### config.mk
export PLATFORM = sky130hd
export DESIGN_NAME = tone_synth_core
export DESIGN_NICKNAME = d
export VERILOG_FILES = /design/src/rtl/tone_pkg.sv /design/src/rtl/tone_phase_accum.sv /design/src/rtl/tone_wave_cycler.sv /design/src/rtl/tone_wave_shaper.sv /design/src/rtl/tone_synth_core.sv
export SDC_FILE = /design/constraint.sdc
export NUM_CORES = 1
export LEC_CHECK = 0
export ABC_AREA = 1
export CAP_MARGIN = 10
export CORE_UTILIZATION = 40
export DETAILED_ROUTE_END_ITERATION = 10
export HOLD_SLACK_MARGIN = 0.12
export PLACE_DENSITY_LB_ADDON = 0.15
export SYNTH_ARGS = -nofsm -noshare
export SYNTH_HDL_FRONTEND = slang
export SYNTH_SLANG_ARGS = --single-unit
### constraint.sdc
create_clock -name clk -period 5.65 [get_ports clk]
set_clock_uncertainty 0.15 [all_clocks]
set_input_delay 1.13 -clock clk [delete_from_list [all_inputs] [get_ports clk]]
set_output_delay 1.13 -clock clk [all_outputs]
set_load 0.01 [all_outputs]
### src/rtl/tone_pkg.sv
package tone_pkg;

  typedef enum logic [1:0] {
    WAVE_SINE   = 2'd0,
    WAVE_SQUARE = 2'd1,
    WAVE_TRI    = 2'd2,
    WAVE_SAW    = 2'd3
  } wave_e;

  // Parabolic half-wave approximation of a sine, offset to unsigned mid-scale.
  function automatic int unsigned sine_point(int unsigned idx,
                                             int unsigned addr_w,
                                             int unsigned amp_w);
    int unsigned half;
    int unsigned h;
    int unsigned v;
    int unsigned lim;
    int unsigned mid;
    half = 1 << (addr_w - 1);
    h    = idx % half;
    v    = ((h * (half - h)) << (amp_w + 1)) >> (2 * (addr_w - 1));
    lim  = (1 << (amp_w - 1)) - 1;
    mid  = 1 << (amp_w - 1);
    if (v > lim) v = lim;
    return (idx >= half) ? (mid - v) : (mid + v);
  endfunction

endpackage

### src/rtl/tone_phase_accum.sv
module tone_phase_accum #(
  parameter int ACC_W     = 24,
  parameter int AXIS_W    = 10,
  parameter int INC_SHIFT = 4,
  parameter int ADDR_W    = 8
) (
  input  logic              clk,
  input  logic              rst,
  input  logic              tick_i,
  input  logic [AXIS_W-1:0] pitch_i,
  output logic [ADDR_W-1:0] addr_o
);
  localparam int PAD_W = ACC_W - AXIS_W - 1;

  logic [AXIS_W:0]  step;
  logic [ACC_W-1:0] inc;
  logic [ACC_W-1:0] phase_q;

  assign step   = {1'b0, pitch_i} + {{AXIS_W{1'b0}}, 1'b1};
  assign inc    = {{PAD_W{1'b0}}, step} << INC_SHIFT;
  assign addr_o = phase_q[ACC_W-1 -: ADDR_W];

  always_ff @(posedge clk) begin
    if (rst)         phase_q <= '0;
    else if (tick_i) phase_q <= phase_q + inc;
  end


  phase_hold_chk: assert property (@(posedge clk) disable iff (rst)
    !tick_i |=> $stable(phase_q));


  phase_moves_chk: assert property (@(posedge clk) disable iff (rst)
    tick_i |=> phase_q != $past(phase_q));

endmodule

### src/rtl/tone_wave_cycler.sv
module tone_wave_cycler
  import tone_pkg::*;
#(
  parameter int DB_CYCLES = 4
) (
  input  logic  clk,
  input  logic  rst,
  input  logic  btn_i,
  output wave_e sel_o
);
  localparam int CNT_W = $clog2(DB_CYCLES + 1);

  logic             sync1_q, sync2_q;
  logic             level_q;
  logic [CNT_W-1:0] cnt_q;
  wave_e            sel_q;
  logic             accept;

  assign accept = (sync2_q != level_q) && (cnt_q == CNT_W'(DB_CYCLES - 1));
  assign sel_o  = sel_q;

  always_ff @(posedge clk) begin
    if (rst) begin
      sync1_q <= 1'b0;
      sync2_q <= 1'b0;
    end else begin
      sync1_q <= btn_i;
      sync2_q <= sync1_q;
    end
  end

  always_ff @(posedge clk) begin
    if (rst) begin
      level_q <= 1'b0;
      cnt_q   <= '0;
    end else if (sync2_q == level_q) begin
      cnt_q   <= '0;
    end else if (accept) begin
      level_q <= sync2_q;
      cnt_q   <= '0;
    end else begin
      cnt_q   <= cnt_q + 1'b1;
    end
  end

  always_ff @(posedge clk) begin
    if (rst)                 sel_q <= WAVE_SINE;
    else if (accept && sync2_q) sel_q <= wave_e'(sel_q + 2'd1);
  end


  sel_step_chk: assert property (@(posedge clk) disable iff (rst)
    1'b1 |=> (sel_q == $past(sel_q)) || (sel_q == wave_e'($past(sel_q) + 2'd1)));


  level_filter_chk: assert property (@(posedge clk) disable iff (rst)
    (level_q != $past(level_q)) |-> (level_q == $past(sync2_q)));

endmodule

### src/rtl/tone_wave_shaper.sv
module tone_wave_shaper
  import tone_pkg::*;
#(
  parameter int ADDR_W = 8,
  parameter int AMP_W  = 12
) (
  input  logic [ADDR_W-1:0] addr_i,
  input  wave_e             sel_i,
  output logic [AMP_W-1:0]  wave_o
);
  localparam int DEPTH  = 1 << ADDR_W;
  localparam int UP_SH  = AMP_W - ADDR_W;
  localparam int HALF_W = ADDR_W - 1;

  logic [AMP_W-1:0]  rom [DEPTH];
  logic [AMP_W-1:0]  sine_w, square_w, tri_w, saw_w;
  logic [HALF_W-1:0] fold;
  logic [ADDR_W-1:0] tri_base;

  for (genvar i = 0; i < DEPTH; i++) begin : g_rom
    assign rom[i] = AMP_W'(sine_point(i, ADDR_W, AMP_W));
  end

  assign sine_w   = rom[addr_i];
  assign square_w = addr_i[ADDR_W-1] ? '0 : {AMP_W{1'b1}};
  assign fold     = addr_i[ADDR_W-1] ? ~addr_i[HALF_W-1:0] : addr_i[HALF_W-1:0];
  assign tri_base = {fold, 1'b0};
  assign tri_w    = {tri_base, {UP_SH{1'b0}}};
  assign saw_w    = {addr_i, {UP_SH{1'b0}}};

  always_comb begin
    unique case (sel_i)
      WAVE_SINE:   wave_o = sine_w;
      WAVE_SQUARE: wave_o = square_w;
      WAVE_TRI:    wave_o = tri_w;
      default:     wave_o = saw_w;
    endcase
  end

endmodule

### src/rtl/tone_synth_core.sv
module tone_synth_core
  import tone_pkg::*;
#(
  parameter int ACC_W     = 24,
  parameter int ADDR_W    = 8,
  parameter int AMP_W     = 12,
  parameter int AXIS_W    = 10,
  parameter int VOL_W     = 8,
  parameter int INC_SHIFT = 4,
  parameter int DB_CYCLES = 4
) (
  input  logic              clk,
  input  logic              rst,
  input  logic              tick_i,
  input  logic [AXIS_W-1:0] joy_x_i,
  input  logic [AXIS_W-1:0] joy_y_i,
  input  logic              btn_i,
  output logic [AMP_W-1:0]  sample_o,
  output logic              sample_valid_o
);
  localparam int VOL_LSB = AXIS_W - VOL_W;
  localparam int PROD_W  = AMP_W + VOL_W;

  logic [ADDR_W-1:0] addr;
  wave_e             sel;
  logic [AMP_W-1:0]  wave;
  logic [VOL_W-1:0]  vol;
  logic [PROD_W-1:0] prod;
  logic [AMP_W-1:0]  scaled;

  tone_phase_accum #(
    .ACC_W(ACC_W), .AXIS_W(AXIS_W), .INC_SHIFT(INC_SHIFT), .ADDR_W(ADDR_W)
  ) u_accum (
    .clk(clk), .rst(rst), .tick_i(tick_i), .pitch_i(joy_x_i), .addr_o(addr)
  );

  tone_wave_cycler #(.DB_CYCLES(DB_CYCLES)) u_cycler (
    .clk(clk), .rst(rst), .btn_i(btn_i), .sel_o(sel)
  );

  tone_wave_shaper #(.ADDR_W(ADDR_W), .AMP_W(AMP_W)) u_shaper (
    .addr_i(addr), .sel_i(sel), .wave_o(wave)
  );

  if (VOL_LSB > 0) begin : g_vol_trim
    logic y_unused;
    assign y_unused = ^joy_y_i[VOL_LSB-1:0];
    assign vol      = joy_y_i[AXIS_W-1:VOL_LSB];
  end else begin : g_vol_full
    assign vol = joy_y_i[VOL_W-1:0];
  end

  assign prod   = {{VOL_W{1'b0}}, wave} * {{AMP_W{1'b0}}, vol};
  assign scaled = AMP_W'(prod >> VOL_W);

  always_ff @(posedge clk) begin
    if (rst) begin
      sample_o       <= '0;
      sample_valid_o <= 1'b0;
    end else begin
      sample_valid_o <= tick_i;
      if (tick_i) sample_o <= scaled;
    end
  end


  valid_pulse_chk: assert property (@(posedge clk) disable iff (rst)
    sample_valid_o |-> $past(tick_i));


  sample_hold_chk: assert property (@(posedge clk) disable iff (rst)
    !tick_i |=> $stable(sample_o));


  vol_zero_chk: assert property (@(posedge clk) disable iff (rst)
    (tick_i && vol == '0) |=> sample_o == '0);

endmodule

==> impl_results.md <==
- Outcome: complete, no violations
- Drt wl/cell: ~15 µm
- I/O pins: 37
- HP Class: flop to flop
- Maximum fanout along the worst path: 6
- Vias per cell: 5.134
- Slew Limit Fails: 0
- Longest Clk Path Bufs: 2
- Top FF cell, synth: dfxtp_1
- # Max-Cap Violations: 0
- Total gr overflow: 0
- Layout cell share with drive strength beyond 1: 0.2915
- Initial antenna violation count: 0
- WL final: between 20,000 and 25,000 µm
- CP arrival: ~5.7 ns
- Synth Cell Area: approximately 6700 µm²
- Worst hold stages: 2
- First-pass GRT wire length: approximately 34,000 µm
- CP required: 5.67 ns
- Relative slew slack: 0.5432
- Hold path startpoint: u_cycler.sync1_q
- Critical path launch point type: flop
- DRC viols: 0
- Input/output buffers: 34
- Critical Path Max Stage Delay: about 0.54 ns
- Total Routing Usage GR: 0.2456
- H-tree levels: 2
- R2r endpoint: sample_o[9]
- Cell total after placement: 1,395
- Clk sinks: 41
- Final Net Count: 1,353
- Most common cell after layout, fill and taps aside: buf_4
- Minimum clock period after layout: 5.628 ns
- Hpwl dp: roughly 17,000 µm
- Area grow syn2layout: 43.40%
- CP Capture Type: flop
- Core box area: ~16,000 µm²
- Vias in the first global route: ~7,000
- Setup CP Type: flop to flop
- DRT iter0 DRCs: 546
- Post-synth EDFFs: 0
- Fillers: 1,482
- Placed cell area: approximately 8500 µm²
- RSZ-0062 raised after global routing: true
- CP most frequent cell: nand2_1
- Pre-antenna DRT Iters: 5
- Post-route insts no fill: ~1,400
- Die boundary width: approximately 130 µm
- Die area: approximately 17,000 µm²
- Std-Cell Rows: 46
- Synth Register Bits: between 40 and 50
- Hold EP: u_cycler.sync2_q
- Distinct cells, synth: between 40 and 50
- Fmax: approximately 180 MHz
- Multi-input gate area: 5881 µm²
- Routability cong.: 0.9540
- Root buffer cell: clkbuf_16
- Total CTS buffers: 5
- Routed Antenna Nets: 0
- Setup slack after placement: -0.3971 ns
- Post-Synthesis Cells: a little over 1,000
- Worst Slack Setup Final: around 0.022 ns
- Worst hold slack: between 0.2 and 0.3 ns
- Mean post-synth cell area: around 6.6 µm²
- Crit share post-route: 0.9961
- Critical-path top delay cell: fa_1
- Commonest non-fill, non-tap cells in the layout: buf_4 (171), nand2_1 (170), inv_1 (142)
- Register-to-Register Path Depth: 31
- Vias post-DR: roughly 7,300
- Fin. Hold Viols: 0
- Number of synthesis warnings: 0
- Register Area: 835.8 µm²
- N_diodes: 0
- Die Ht: roughly 130 µm
- Total power: between 700 and 800 µW
- Post-synthesis async set-or-reset flop share: 0
- Clock edge transition at the registers on the reported setup and hold paths: 0.05 ns
- Fraction of the yosys area taken by sequential cells: 0.1227
- Peak supply drop: ~190 µV
- Worst r2r src: u_accum.phase_q[17]
- LEAKAGE: 4.773 nW
- Initial Util: 0.4151
- Clk Latency, worst-skew pair: about 0.28 ns
- CTS Hold Buffers Added: 0
- Pwr dens: 81.45 nW/µm²
- CTS tree: yes
- R2R setup slack: roughly 0.022 ns
- # setup viols final: 0
- Slew @ Worst Pin: a little under 0.7 ns
- Syn Nets: 1,161
- Design area: 9592 µm²
- Largest net degree at the start of global routing: 41
-- through the flow --
step	TNS, ns	util
after floorplan	0	-
after global placement	-3.593	0.5245
after detailed placement	-3.379	0.5245
after CTS	0	0.5459
after global routing	-1.235	0.5952
final	0	0.5952
-- flip-flops by register name, indices dropped and copies added, names as in the netlist --
register and count:
sample_o 12, sample_valid_o 1, u_accum.phase_q 20, u_cycler.cnt_q 3, u_cycler.level_q 1, u_cycler.sel_o 2, u_cycler.sync1_q 1, u_cycler.sync2_q 1
-- repair_timing --
item | in CTS | in global routing
cloned | 0 | 0
setup endpoints to repair | 12 | 12
buffers inserted | 1 | 18
pin swaps | 26 | 100
endpoints found under the hold margin | 0 | 0
gates resized for setup | 65 | 177
-- how the worst max path moves through the flow --
| stage | to | cells past startpoint | startpoint |
|---|---|---|---|
| 3_5_place_dp | sample_o[11] | 27 | u_accum.phase_q[17] |
| 6_report | sample_o[9] | 31 | u_accum.phase_q[17] |
| 5_1_grt | sample_o[10] | 30 | u_accum.phase_q[17] |
| 3_3_place_gp | sample_o[8] | 31 | u_accum.phase_q[17] |
| 4_1_cts | sample_o[10] | 31 | u_accum.phase_q[17] |
| 2_1_floorplan | sample_o[10] | 30 | u_accum.phase_q[16] |
-- cell type report --
cell class,count,share of cell area
inverter,163,0.06588
timing repair buffer,220,0.1921
sequential,41,0.08714
clock inverter,1,0.0005218
clock buffer,5,0.01304
tap,216,0.02818
multi-input combinational,774,0.6131
-- kinds of logic (layout without fill, tap and decap cells) --
kind of cell | count (synthesis) | after routing | synth area share
flip-flops | 41 | 41 | 0.1227
XOR/XNOR | 22 | 22 | 0.02881
AND/OR/NAND/NOR | 436 | 436 | 0.2681
buffers and inverters | 198 | 389 | 0.1154
adder cells (fa/ha/maj) | 124 | 124 | 0.2993
AO/OA/AOI/OAI | 192 | 192 | 0.1657
-- Yosys cell counts (all sizes together) (4+ instances only) --
library cell | count | area [µm²]
ha | 64 | 800.8
nor3 | 8 | 45.04
o221ai | 4 | 35.03
a21oi | 62 | 314.1
buf | 19 | 96.34
inv | 162 | 610.6
nor2 | 151 | 583.1
o211ai | 15 | 112.6
xor2 | 18 | 157.7
xnor2 | 4 | 35.03
fa | 60 | 1201
nand4 | 6 | 37.54
nand2 | 211 | 817.0
a31oi | 5 | 31.28
o21ai | 78 | 394.1
nand3 | 55 | 275.3
o2111ai | 5 | 43.79
o22ai | 4 | 25.02
dfxtp | 41 | 820.8
clkbuf | 16 | 61.30
-- layer usage --
layer,routed length [µm],GRT usage,vias to the layer above
li1,-,-,3644
met1,10090,0.3544,3368
met2,9629,0.3839,233
met3,1277,0.03511,45
met4,528,0.05749,0
met5,0,0,-
-- critical path, delay by kind of cell (launching register included) --
kind                     cells  cell delay [ns]
AND/OR/NAND/NOR             15             1.31
AO/OA/AOI/OAI                4             0.51
adder cells (fa/ha/maj)      6             2.51
flip-flops                   1             0.38
buffers and inverters        6             0.64
-- power by group --
group          switching [mW]  total (mW)  internal [mW]
Sequential            0.00934       0.313          0.304
Clock                   0.105       0.263          0.158
Combinational           0.112       0.205         0.0928
(Power assumes the default switching activity.)
